## src/rtl/fl_pkg.sv

```systemverilog
package fl_pkg;
    typedef enum logic [2:0] {
        FS_INV = 3'd0,
        FS_EXC = 3'd1,
        FS_ORG = 3'd2,
        FS_CLN = 3'd3,
        FS_LEV = 3'd4
    } fl_state_e;

    typedef enum logic [1:0] {
        MK_APPLY  = 2'd0,
        MK_UPDATE = 2'd1,
        MK_INJECT = 2'd2,
        MK_ACK    = 2'd3
    } fl_kind_e;
endpackage

```

## src/rtl/fl_tag_store.sv

```systemverilog
module fl_tag_store
    import fl_pkg::*;
#(
    parameter int NF = 8,
    parameter int NO = 4,
    parameter int CW = 3,
    parameter int FW = $clog2(NF)
) (
    input  logic                 clk,
    input  logic                 rst,
    input  logic [FW-1:0]        rd_idx,
    output fl_state_e            rd_st,
    output logic [NO-1:0]        rd_mask,
    output logic [CW-1:0]        rd_need,
    input  logic                 we,
    input  logic [FW-1:0]        wr_idx,
    input  fl_state_e            wr_st,
    input  logic [NO-1:0]        wr_mask,
    input  logic [CW-1:0]        wr_need,
    output logic [NF-1:0][2:0]   st_all
);
    fl_state_e         st_q   [NF];
    logic [NO-1:0]     mask_q [NF];
    logic [CW-1:0]     need_q [NF];

    for (genvar g = 0; g < NF; g++) begin : g_entry
        always_ff @(posedge clk) begin
            if (rst) begin
                st_q[g]   <= FS_INV;
                mask_q[g] <= '0;
                need_q[g] <= '0;
            end else if (we && wr_idx == FW'(g)) begin
                st_q[g]   <= wr_st;
                mask_q[g] <= wr_mask;
                need_q[g] <= wr_need;
            end
        end

        assign st_all[g] = st_q[g];
    end

    assign rd_st   = st_q[rd_idx];
    assign rd_mask = mask_q[rd_idx];
    assign rd_need = need_q[rd_idx];
endmodule

```

## src/rtl/fl_ready_eval.sv

```systemverilog
module fl_ready_eval #(
    parameter int NO = 4,
    parameter int CW = 3
) (
    input  logic [NO-1:0] mask,
    input  logic [CW-1:0] need,
    output logic          complete
);
    logic [CW-1:0] cnt;

    always_comb begin
        cnt = '0;
        for (int i = 0; i < NO; i++) begin
            cnt = cnt + CW'(mask[i]);
        end
    end

    assign complete = (need != '0) && (cnt == need);
endmodule

```

## src/rtl/fl_load_cmp.sv

```systemverilog
module fl_load_cmp #(
    parameter int LW   = 8,
    parameter int HYST = 2
) (
    input  logic [LW-1:0] sender_load,
    input  logic [LW-1:0] own_load,
    input  logic          ret_ok,
    output logic          evict
);
    logic [LW:0] biased;

    assign biased = {1'b0, sender_load} + (LW+1)'(HYST);
    assign evict  = ret_ok && (biased < {1'b0, own_load});
endmodule

```

## src/rtl/framelet_coh_ctrl.sv

```systemverilog
module framelet_coh_ctrl
    import fl_pkg::*;
#(
    parameter int N_FRAMES = 8,
    parameter int N_OPS    = 4,
    parameter int DATA_W   = 16,
    parameter int SITE_W   = 4,
    parameter int LOAD_W   = 8,
    parameter int SITE_ID  = 3,
    parameter int HYST     = 2,
    localparam int FW      = $clog2(N_FRAMES),
    localparam int SW      = $clog2(N_OPS),
    localparam int CW      = $clog2(N_OPS + 1)
) (
    input  logic              clk,
    input  logic              rst,
    input  logic [LOAD_W-1:0] local_load,
    input  logic              proc_valid,
    input  logic [FW-1:0]     proc_frame,
    input  logic [SW-1:0]     proc_slot,
    input  logic [DATA_W-1:0] proc_data,
    output logic              proc_ready,
    input  logic              nrx_valid,
    input  logic [1:0]        nrx_kind,
    input  logic [FW-1:0]     nrx_frame,
    input  logic [SW-1:0]     nrx_slot,
    input  logic [DATA_W-1:0] nrx_data,
    input  logic [SITE_W-1:0] nrx_ret,
    input  logic              nrx_ret_vld,
    input  logic [LOAD_W-1:0] nrx_load,
    input  logic [2:0]        nrx_state,
    input  logic [CW-1:0]     nrx_need,
    output logic              wr_valid,
    output logic [FW-1:0]     wr_frame,
    output logic [SW-1:0]     wr_slot,
    output logic [DATA_W-1:0] wr_data,
    output logic              sq_valid,
    output logic [FW-1:0]     sq_frame,
    output logic              ntx_valid,
    output logic [1:0]        ntx_kind,
    output logic [FW-1:0]     ntx_frame,
    output logic [SW-1:0]     ntx_slot,
    output logic [DATA_W-1:0] ntx_data,
    output logic [SITE_W-1:0] ntx_ret,
    output logic              ntx_ret_vld,
    output logic [LOAD_W-1:0] ntx_load,
    output logic [2:0]        ntx_state,
    output logic [CW-1:0]     ntx_need,
    output logic [SITE_W-1:0] ntx_site
);
    // request selection: the network side wins a shared cycle
    logic              p_acc;
    logic [FW-1:0]     sel_frame;
    logic [SW-1:0]     sel_slot;
    logic [DATA_W-1:0] sel_data;
    fl_kind_e          rx_kind;

    assign proc_ready = !nrx_valid;
    assign p_acc      = proc_valid && !nrx_valid;
    assign sel_frame  = nrx_valid ? nrx_frame : proc_frame;
    assign sel_slot   = nrx_valid ? nrx_slot  : proc_slot;
    assign sel_data   = nrx_valid ? nrx_data  : proc_data;
    assign rx_kind    = fl_kind_e'(nrx_kind);

    // tag store
    fl_state_e               cur_st;
    logic [N_OPS-1:0]        cur_mask;
    logic [CW-1:0]           cur_need;
    logic                    t_we;
    fl_state_e               t_st;
    logic [N_OPS-1:0]        t_mask;
    logic [CW-1:0]           t_need;
    logic [N_FRAMES-1:0][2:0] st_all;

    fl_tag_store #(.NF(N_FRAMES), .NO(N_OPS), .CW(CW)) u_tags (
        .clk    (clk),
        .rst    (rst),
        .rd_idx (sel_frame),
        .rd_st  (cur_st),
        .rd_mask(cur_mask),
        .rd_need(cur_need),
        .we     (t_we),
        .wr_idx (sel_frame),
        .wr_st  (t_st),
        .wr_mask(t_mask),
        .wr_need(t_need),
        .st_all (st_all)
    );

    // readiness before and after the write, and for an arriving framelet
    logic [N_OPS-1:0] new_mask;
    logic             was_rdy;
    logic             now_rdy;
    logic             inj_rdy;
    logic             rise;

    assign new_mask = cur_mask | (N_OPS'(1) << sel_slot);
    assign rise     = now_rdy && !was_rdy;

    fl_ready_eval #(.NO(N_OPS), .CW(CW)) u_rdy_old (
        .mask(cur_mask), .need(cur_need), .complete(was_rdy));
    fl_ready_eval #(.NO(N_OPS), .CW(CW)) u_rdy_new (
        .mask(new_mask), .need(cur_need), .complete(now_rdy));
    fl_ready_eval #(.NO(N_OPS), .CW(CW)) u_rdy_inj (
        .mask(nrx_data[N_OPS-1:0]), .need(nrx_need), .complete(inj_rdy));

    // load-based migration decision
    logic evict;

    fl_load_cmp #(.LW(LOAD_W), .HYST(HYST)) u_cmp (
        .sender_load(nrx_load),
        .own_load   (local_load),
        .ret_ok     (nrx_ret_vld),
        .evict      (evict)
    );

    // next outputs and tag update
    logic              n_wr_v;
    logic              n_sq_v;
    logic              n_tx_v;
    fl_kind_e          n_tx_k;
    logic [SW-1:0]     n_tx_s;
    logic [DATA_W-1:0] n_tx_d;
    logic [SITE_W-1:0] n_tx_ret;
    logic              n_tx_rv;
    logic [LOAD_W-1:0] n_tx_ld;
    fl_state_e         n_tx_st;
    logic [CW-1:0]     n_tx_need;
    logic [SITE_W-1:0] n_tx_site;

    always_comb begin
        n_wr_v    = 1'b0;
        n_sq_v    = 1'b0;
        n_tx_v    = 1'b0;
        n_tx_k    = MK_APPLY;
        n_tx_s    = '0;
        n_tx_d    = '0;
        n_tx_ret  = '0;
        n_tx_rv   = 1'b0;
        n_tx_ld   = '0;
        n_tx_st   = FS_INV;
        n_tx_need = '0;
        n_tx_site = '0;
        t_we      = 1'b0;
        t_st      = cur_st;
        t_mask    = cur_mask;
        t_need    = cur_need;

        if (p_acc) begin
            unique case (cur_st)
                FS_EXC: begin
                    n_wr_v = 1'b1;
                    t_we   = 1'b1;
                    t_mask = new_mask;
                    n_sq_v = rise;
                end
                FS_ORG: begin
                    n_wr_v = 1'b1;
                    t_we   = 1'b1;
                    t_mask = new_mask;
                    n_sq_v = rise;
                    n_tx_v = 1'b1;
                    n_tx_k = MK_UPDATE;
                    n_tx_s = sel_slot;
                    n_tx_d = sel_data;
                end
                FS_CLN, FS_INV: begin
                    n_tx_v   = 1'b1;
                    n_tx_k   = MK_APPLY;
                    n_tx_s   = sel_slot;
                    n_tx_d   = sel_data;
                    n_tx_ret = SITE_W'(SITE_ID);
                    n_tx_rv  = 1'b1;
                    n_tx_ld  = local_load;
                end
                FS_LEV: begin
                    n_tx_v = 1'b1;
                    n_tx_k = MK_APPLY;
                    n_tx_s = sel_slot;
                    n_tx_d = sel_data;
                end
                default: ;
            endcase
        end else if (nrx_valid) begin
            unique case (rx_kind)
                MK_APPLY: begin
                    if (cur_st == FS_EXC || cur_st == FS_ORG) begin
                        n_wr_v = 1'b1;
                        t_we   = 1'b1;
                        t_mask = new_mask;
                        if (evict) begin
                            t_st      = FS_LEV;
                            n_tx_v    = 1'b1;
                            n_tx_k    = MK_INJECT;
                            n_tx_d    = DATA_W'(new_mask);
                            n_tx_st   = cur_st;
                            n_tx_need = cur_need;
                            n_tx_site = nrx_ret;
                        end else begin
                            n_sq_v = rise;
                            if (cur_st == FS_ORG) begin
                                n_tx_v = 1'b1;
                                n_tx_k = MK_UPDATE;
                                n_tx_s = sel_slot;
                                n_tx_d = sel_data;
                            end
                        end
                    end else if (cur_st == FS_LEV) begin
                        n_tx_v   = 1'b1;
                        n_tx_k   = MK_APPLY;
                        n_tx_s   = sel_slot;
                        n_tx_d   = sel_data;
                        n_tx_ret = nrx_ret;
                        n_tx_rv  = nrx_ret_vld;
                        n_tx_ld  = nrx_load;
                    end
                end
                MK_UPDATE: begin
                    if (cur_st == FS_CLN) begin
                        n_wr_v = 1'b1;
                        t_we   = 1'b1;
                        t_mask = new_mask;
                    end
                end
                MK_INJECT: begin
                    t_we   = 1'b1;
                    t_st   = fl_state_e'(nrx_state);
                    t_mask = nrx_data[N_OPS-1:0];
                    t_need = nrx_need;
                    n_sq_v = inj_rdy && (nrx_state == FS_EXC || nrx_state == FS_ORG);
                end
                MK_ACK: begin
                    if (cur_st == FS_LEV) begin
                        t_we   = 1'b1;
                        t_st   = FS_INV;
                        t_mask = '0;
                        t_need = '0;
                    end
                end
                default: ;
            endcase
        end
    end

    // registered outputs
    always_ff @(posedge clk) begin
        if (rst) begin
            wr_valid    <= 1'b0;
            wr_frame    <= '0;
            wr_slot     <= '0;
            wr_data     <= '0;
            sq_valid    <= 1'b0;
            sq_frame    <= '0;
            ntx_valid   <= 1'b0;
            ntx_kind    <= '0;
            ntx_frame   <= '0;
            ntx_slot    <= '0;
            ntx_data    <= '0;
            ntx_ret     <= '0;
            ntx_ret_vld <= 1'b0;
            ntx_load    <= '0;
            ntx_state   <= '0;
            ntx_need    <= '0;
            ntx_site    <= '0;
        end else begin
            wr_valid    <= n_wr_v;
            wr_frame    <= n_wr_v ? sel_frame : '0;
            wr_slot     <= n_wr_v ? sel_slot  : '0;
            wr_data     <= n_wr_v ? sel_data  : '0;
            sq_valid    <= n_sq_v;
            sq_frame    <= n_sq_v ? sel_frame : '0;
            ntx_valid   <= n_tx_v;
            ntx_kind    <= n_tx_k;
            ntx_frame   <= n_tx_v ? sel_frame : '0;
            ntx_slot    <= n_tx_s;
            ntx_data    <= n_tx_d;
            ntx_ret     <= n_tx_ret;
            ntx_ret_vld <= n_tx_rv;
            ntx_load    <= n_tx_ld;
            ntx_state   <= n_tx_st;
            ntx_need    <= n_tx_need;
            ntx_site    <= n_tx_site;
        end
    end


    exc_local_quiet_chk: assert property (@(posedge clk) disable iff (rst)
        (p_acc && cur_st == FS_EXC) |=> (wr_valid && !ntx_valid));


    leaving_blank_ret_chk: assert property (@(posedge clk) disable iff (rst)
        (p_acc && cur_st == FS_LEV) |=> (ntx_valid && !ntx_ret_vld && !wr_valid));


    clone_no_enqueue_chk: assert property (@(posedge clk) disable iff (rst)
        (nrx_valid && rx_kind == MK_UPDATE && cur_st == FS_CLN) |=> !sq_valid);


    enqueue_owner_chk: assert property (@(posedge clk) disable iff (rst)
        sq_valid |-> (st_all[sq_frame] == FS_EXC || st_all[sq_frame] == FS_ORG));


    evict_leaving_chk: assert property (@(posedge clk) disable iff (rst)
        (ntx_valid && ntx_kind == MK_INJECT) |-> (st_all[ntx_frame] == FS_LEV && !sq_valid));


    net_priority_chk: assert property (@(posedge clk) disable iff (rst)
        (nrx_valid && rx_kind == MK_INJECT) |=> !wr_valid);
endmodule

```

## config.mk

```make
export PLATFORM = sky130hd
export DESIGN_NAME = framelet_coh_ctrl
export DESIGN_NICKNAME = d
export VERILOG_FILES = /design/src/rtl/fl_pkg.sv /design/src/rtl/fl_tag_store.sv /design/src/rtl/fl_ready_eval.sv /design/src/rtl/fl_load_cmp.sv /design/src/rtl/framelet_coh_ctrl.sv
export SDC_FILE = /design/constraint.sdc
export NUM_CORES = 1
export LEC_CHECK = 0
export CELL_PAD_IN_SITES_DETAIL_PLACEMENT = 0
export CELL_PAD_IN_SITES_GLOBAL_PLACEMENT = 1
export CORE_MARGIN = 2
export CORE_UTILIZATION = 44
export DETAILED_ROUTE_END_ITERATION = 6
export MAX_ROUTING_LAYER = met4
export PLACE_DENSITY_LB_ADDON = 0.1
export SLEW_MARGIN = 20
export SYNTH_ARGS = -nofsm -noshare
export SYNTH_HDL_FRONTEND = slang
export SYNTH_SLANG_ARGS = --single-unit
```

## constraint.sdc

```tcl
create_clock -name clk -period 11 [get_ports clk]
set_clock_uncertainty 0.2 [all_clocks]
set_input_delay 1.1 -clock clk [delete_from_list [all_inputs] [get_ports clk]]
set_output_delay 1.1 -clock clk [all_outputs]
set_load 0.01 [all_outputs]
```

==> run_results.csv <==
group,metric,value,unit
power,p_switching,429,uW
worst_hold_path,min_path_type,"reg2reg",
timing,report.final.slew_viol_count,0,
routing,wl_per_cell,21.1,um
power,power_frac_seq,0.422,
setup_path,slowest_delay,0.70,ns
floorplanning,initial_utilization,0.445,
yosys,yosysUniqueCellTypes,80,
setup_path,arrival,5.10,ns
routing,first_pass_iters,5,
routing,ant_nets,0,
timing,min_period,5.23,ns
global_routing,grt_pass1_wl,32.9,mm
routing,drt_wl_total,21.6,mm
floorplanning,die_h,133,um
yosys,synth-main-ff-cell,"edfxtp_1",
setup_path,path_cells,"clkdlybuf4s50_1 -> mux2i_4 -> buf_4 -> mux2i_1 -> nor2_1 -> o41ai_4 -> nand3_2 -> o22ai_1 -> or3_1 -> a31o_1",
timing,period_share,0.476,
floorplanning,die_x,133,um
cells_and_area,drive_gt1_frac,0.103,
power,clockPowerShare,0.391,
cells_and_area,syn_to_final_growth,30.7,%
yosys,async_reset_ff_frac,0,
timing,tightest_slew,1.07,ns
clocking,cts_tree,"yes",
cells_and_area,nNetsFinal,883,
run,max_cap_viol_count,0,
yosys,synth-seq-cells,153,
clocking,postCtsSetupBuffers,0,
yosys,syn_area,7290,um2
yosys,synth_nets,738,
clocking,root_buffer,"clkbuf_16",
setup_path,start_kind,"primary input",
global_routing,overflow,0,
clocking,htreeDepth,4,
yosys,yosys.area.top_type,"edfxtp_1",
routing,avgViaCountPerCell,5.51,
yosys,yosysTopAreaCellShare,0.329,
yosys,yosys-top-cells-count,"nor2_1 (123), edfxtp_1 (80), dfxtp_1 (73), mux2i_1 (49), inv_1 (26)",
yosys,netlist_top_cells_area,"edfxtp_1 (33%), dfxtp_1 (20%), mux2i_1 (6.7%), nor2_1 (6.3%), mux4_2 (2.8%)",
timing,rsz0062_at_grt,"no",
yosys,yosysSeqAreaShare,0.530,
power,leakage,3.72,nW
timing,finalHoldViolations,0,
power,intPower,1.08,mW
cells_and_area,utilization,0.581,
power,swShare,0.284,
power,peakVddDrop,0.107,mV
placed_design,port_buffers,148,
setup_path,worst_ep_required_time,10.87,ns
yosys,synth_edf_count,80,
timing,fin_tns_setup,0,ns
power,combPwrFrac,0.187,
timing,max_clock_freq,191,MHz
power,power_per_cell_area,159,nW/um2
power,power,1.51,mW
routing,drt_first_iter_violations,390,
clocking,clk_path_buf_depth,2,
timing,setup_viol,0,
placed_design,routabilityCongestion,0.942,
clocking,cts_hold_buf,0,
global_routing,antenna_found_initial,0,
global_routing,grt.total_usage,0.258,
yosys,synth_cells,646,
floorplanning,ios,149,
global_routing,grt_max_degree,43,
floorplanning,fp.dieArea,17600,um2
clocking,clock_sinks,153,
setup_path,critPathMaxFanout,25,
clocking,clkLatencyLatePin,0.43,ns
floorplanning,fp.coreArea,16400,um2
timing,relSlewSlack,0.285,
clocking,numCtsBuffers,17,
placed_design,dp_hpwl,16.3,mm
status,outcome,"finished clean",
routing,num_vias,5638,
yosys,yosysWarnings,0,
floorplanning,num_rows,47,
cells_and_area,antenna_cells,0,
setup_path,crit_type,"in2reg",
clocking,cts.clk_slew.worst_paths,0.07,ns
yosys,syn_area_per_cell,11.3,um2
routing,drc_errors,0,
global_routing,grt_pass1_vias,5518,
setup_path,crit_slowest_cell,"clkdlybuf4s50_1",
setup_path,crit_path_end_kind,"register",
yosys,synth_most_common_cell,"nor2_1",
clocking,ctsResizeCount,0,
==> power by group through the flow <==
stage / Sequential [mW] / Clock, mW / Combinational [mW]
3_3_place_gp: 0.651 / 0 / 0.279
6_report: 0.639 / 0.591 / 0.283
5_1_grt: 0.640 / 0.624 / 0.305
3_5_place_dp: 0.651 / 0 / 0.281
2_1_floorplan: 0.650 / 0 / 0.167
4_1_cts: 0.638 / 0.599 / 0.283
==> worst paths after layout <==
| check | from | slack, ns | endpoint | cells after the start |
|---|---|---|---|---|
| setup / recovery | nrx_frame[0] | 5.77 | u_tags.need_q[6][1]$_SDFFCE_PN0P_ | 10 |
| hold / removal | u_tags.need_q[5][1]$_SDFFCE_PN0P_ | 0.64 | ntx_need[1]$_SDFF_PP0_ | 3 |
| setup reg to reg | u_tags.st_q[3][0]$_SDFFCE_PN0P_ | 7.31 | u_tags.need_q[6][1]$_SDFFCE_PN0P_ | 7 |
| hold reg to reg | u_tags.need_q[5][1]$_SDFFCE_PN0P_ | 0.64 | ntx_need[1]$_SDFF_PP0_ | 3 |
==> routing by layer <==
| metal | vias to the layer above | routed length (um) | global-route usage |
|---|---|---|---|
| met3 | 45 | 1440 | 0.0513 |
| met2 | 248 | 10300 | 0.407 |
| met1 | 2707 | 8760 | 0.310 |
| li1 | 2638 | - | - |
| met4 | 0 | 1090 | 0.143 |
| met5 | - | 0 | - |
==> registers in the layout, summed over array words and instances, names as in the netlist, 3 cells and up <==
signal,count
ntx_data,16
ntx_frame,3
ntx_load,8
ntx_need,3
ntx_ret,4
ntx_site,4
ntx_state,3
sq_frame,3
u_tags.mask_q,32
u_tags.need_q,24
u_tags.st_q,24
wr_data,16
wr_frame,3
==> through the flow <==
step                setup WS (ns)  instances  hold WS (ns)  area, um2
detailed placement           5.40        992         0.620       8940
global route                 5.43       1024         0.700       9540
floorplan                    6.65        646         0.467       7290
global placement             5.27        992         0.634       8940
CTS                          5.81       1024         0.633       9540
finish                       5.77       1024         0.640       9540
==> cell usage in the layout, fill, tap and decap left out, drive strengths merged, types with 3 or more instances in the layout <==
master / synthesis / routed
nand2b: 7 / 7
clkdlybuf4s50: 0 / 147
clkbuf: 14 / 18
o22ai: 8 / 8
nor2b: 4 / 4
inv: 28 / 36
nor4: 6 / 6
mux2: 5 / 5
o21ai: 18 / 18
mux2i: 51 / 51
or3: 3 / 3
a2bb2oi: 5 / 5
o211ai: 5 / 5
buf: 15 / 8
a31oi: 6 / 6
a21oi: 16 / 16
xor2: 7 / 7
mux4: 9 / 9
clkinv: 1 / 4
nor3: 22 / 22
and2: 8 / 8
nand3b: 5 / 5
and3: 12 / 12
dfxtp: 73 / 73
xnor2: 8 / 8
ha: 14 / 14
nor2: 123 / 123
a22o: 9 / 9
nand2: 20 / 20
fa: 3 / 3
o31ai: 4 / 4
or2: 3 / 3
a21o: 11 / 11
nand3: 12 / 12
edfxtp: 80 / 80
==> critical path: cells and delay by family <==
family | cells | cell delay, ns
multiplexers | 2 | 0.51
buffers and inverters | 2 | 1.07
AO/OA/AOI/OAI | 3 | 1.60
AND/OR/NAND/NOR | 3 | 0.79
==> layout make-up <==
| cell class | instances | area (um2) |
|---|---|---|
| inverters | 29 | 109 |
| clock inverters | 14 | 161 |
| fillers | 1390 | 6870 |
| flip-flops and latches | 153 | 3860 |
| multi-input cells | 435 | 3170 |
| clock buffers | 18 | 429 |
| repair buffers | 155 | 1530 |
| well taps | 220 | 275 |
==> cells by family (layout without fill, tap and decap cells) <==
kind of cell,Yosys count,after routing,share of synthesized area
multiplexers,65,65,0.109
adder cells (fa/ha/maj),17,17,0.0322
XOR/XNOR,15,15,0.0206
buffers and inverters,58,216,0.0360
flip-flops,153,153,0.530
other,1,1,0.000514
AND/OR/NAND/NOR,232,232,0.153
AO/OA/AOI/OAI,105,105,0.118
Power figures use the tool's default switching activity.
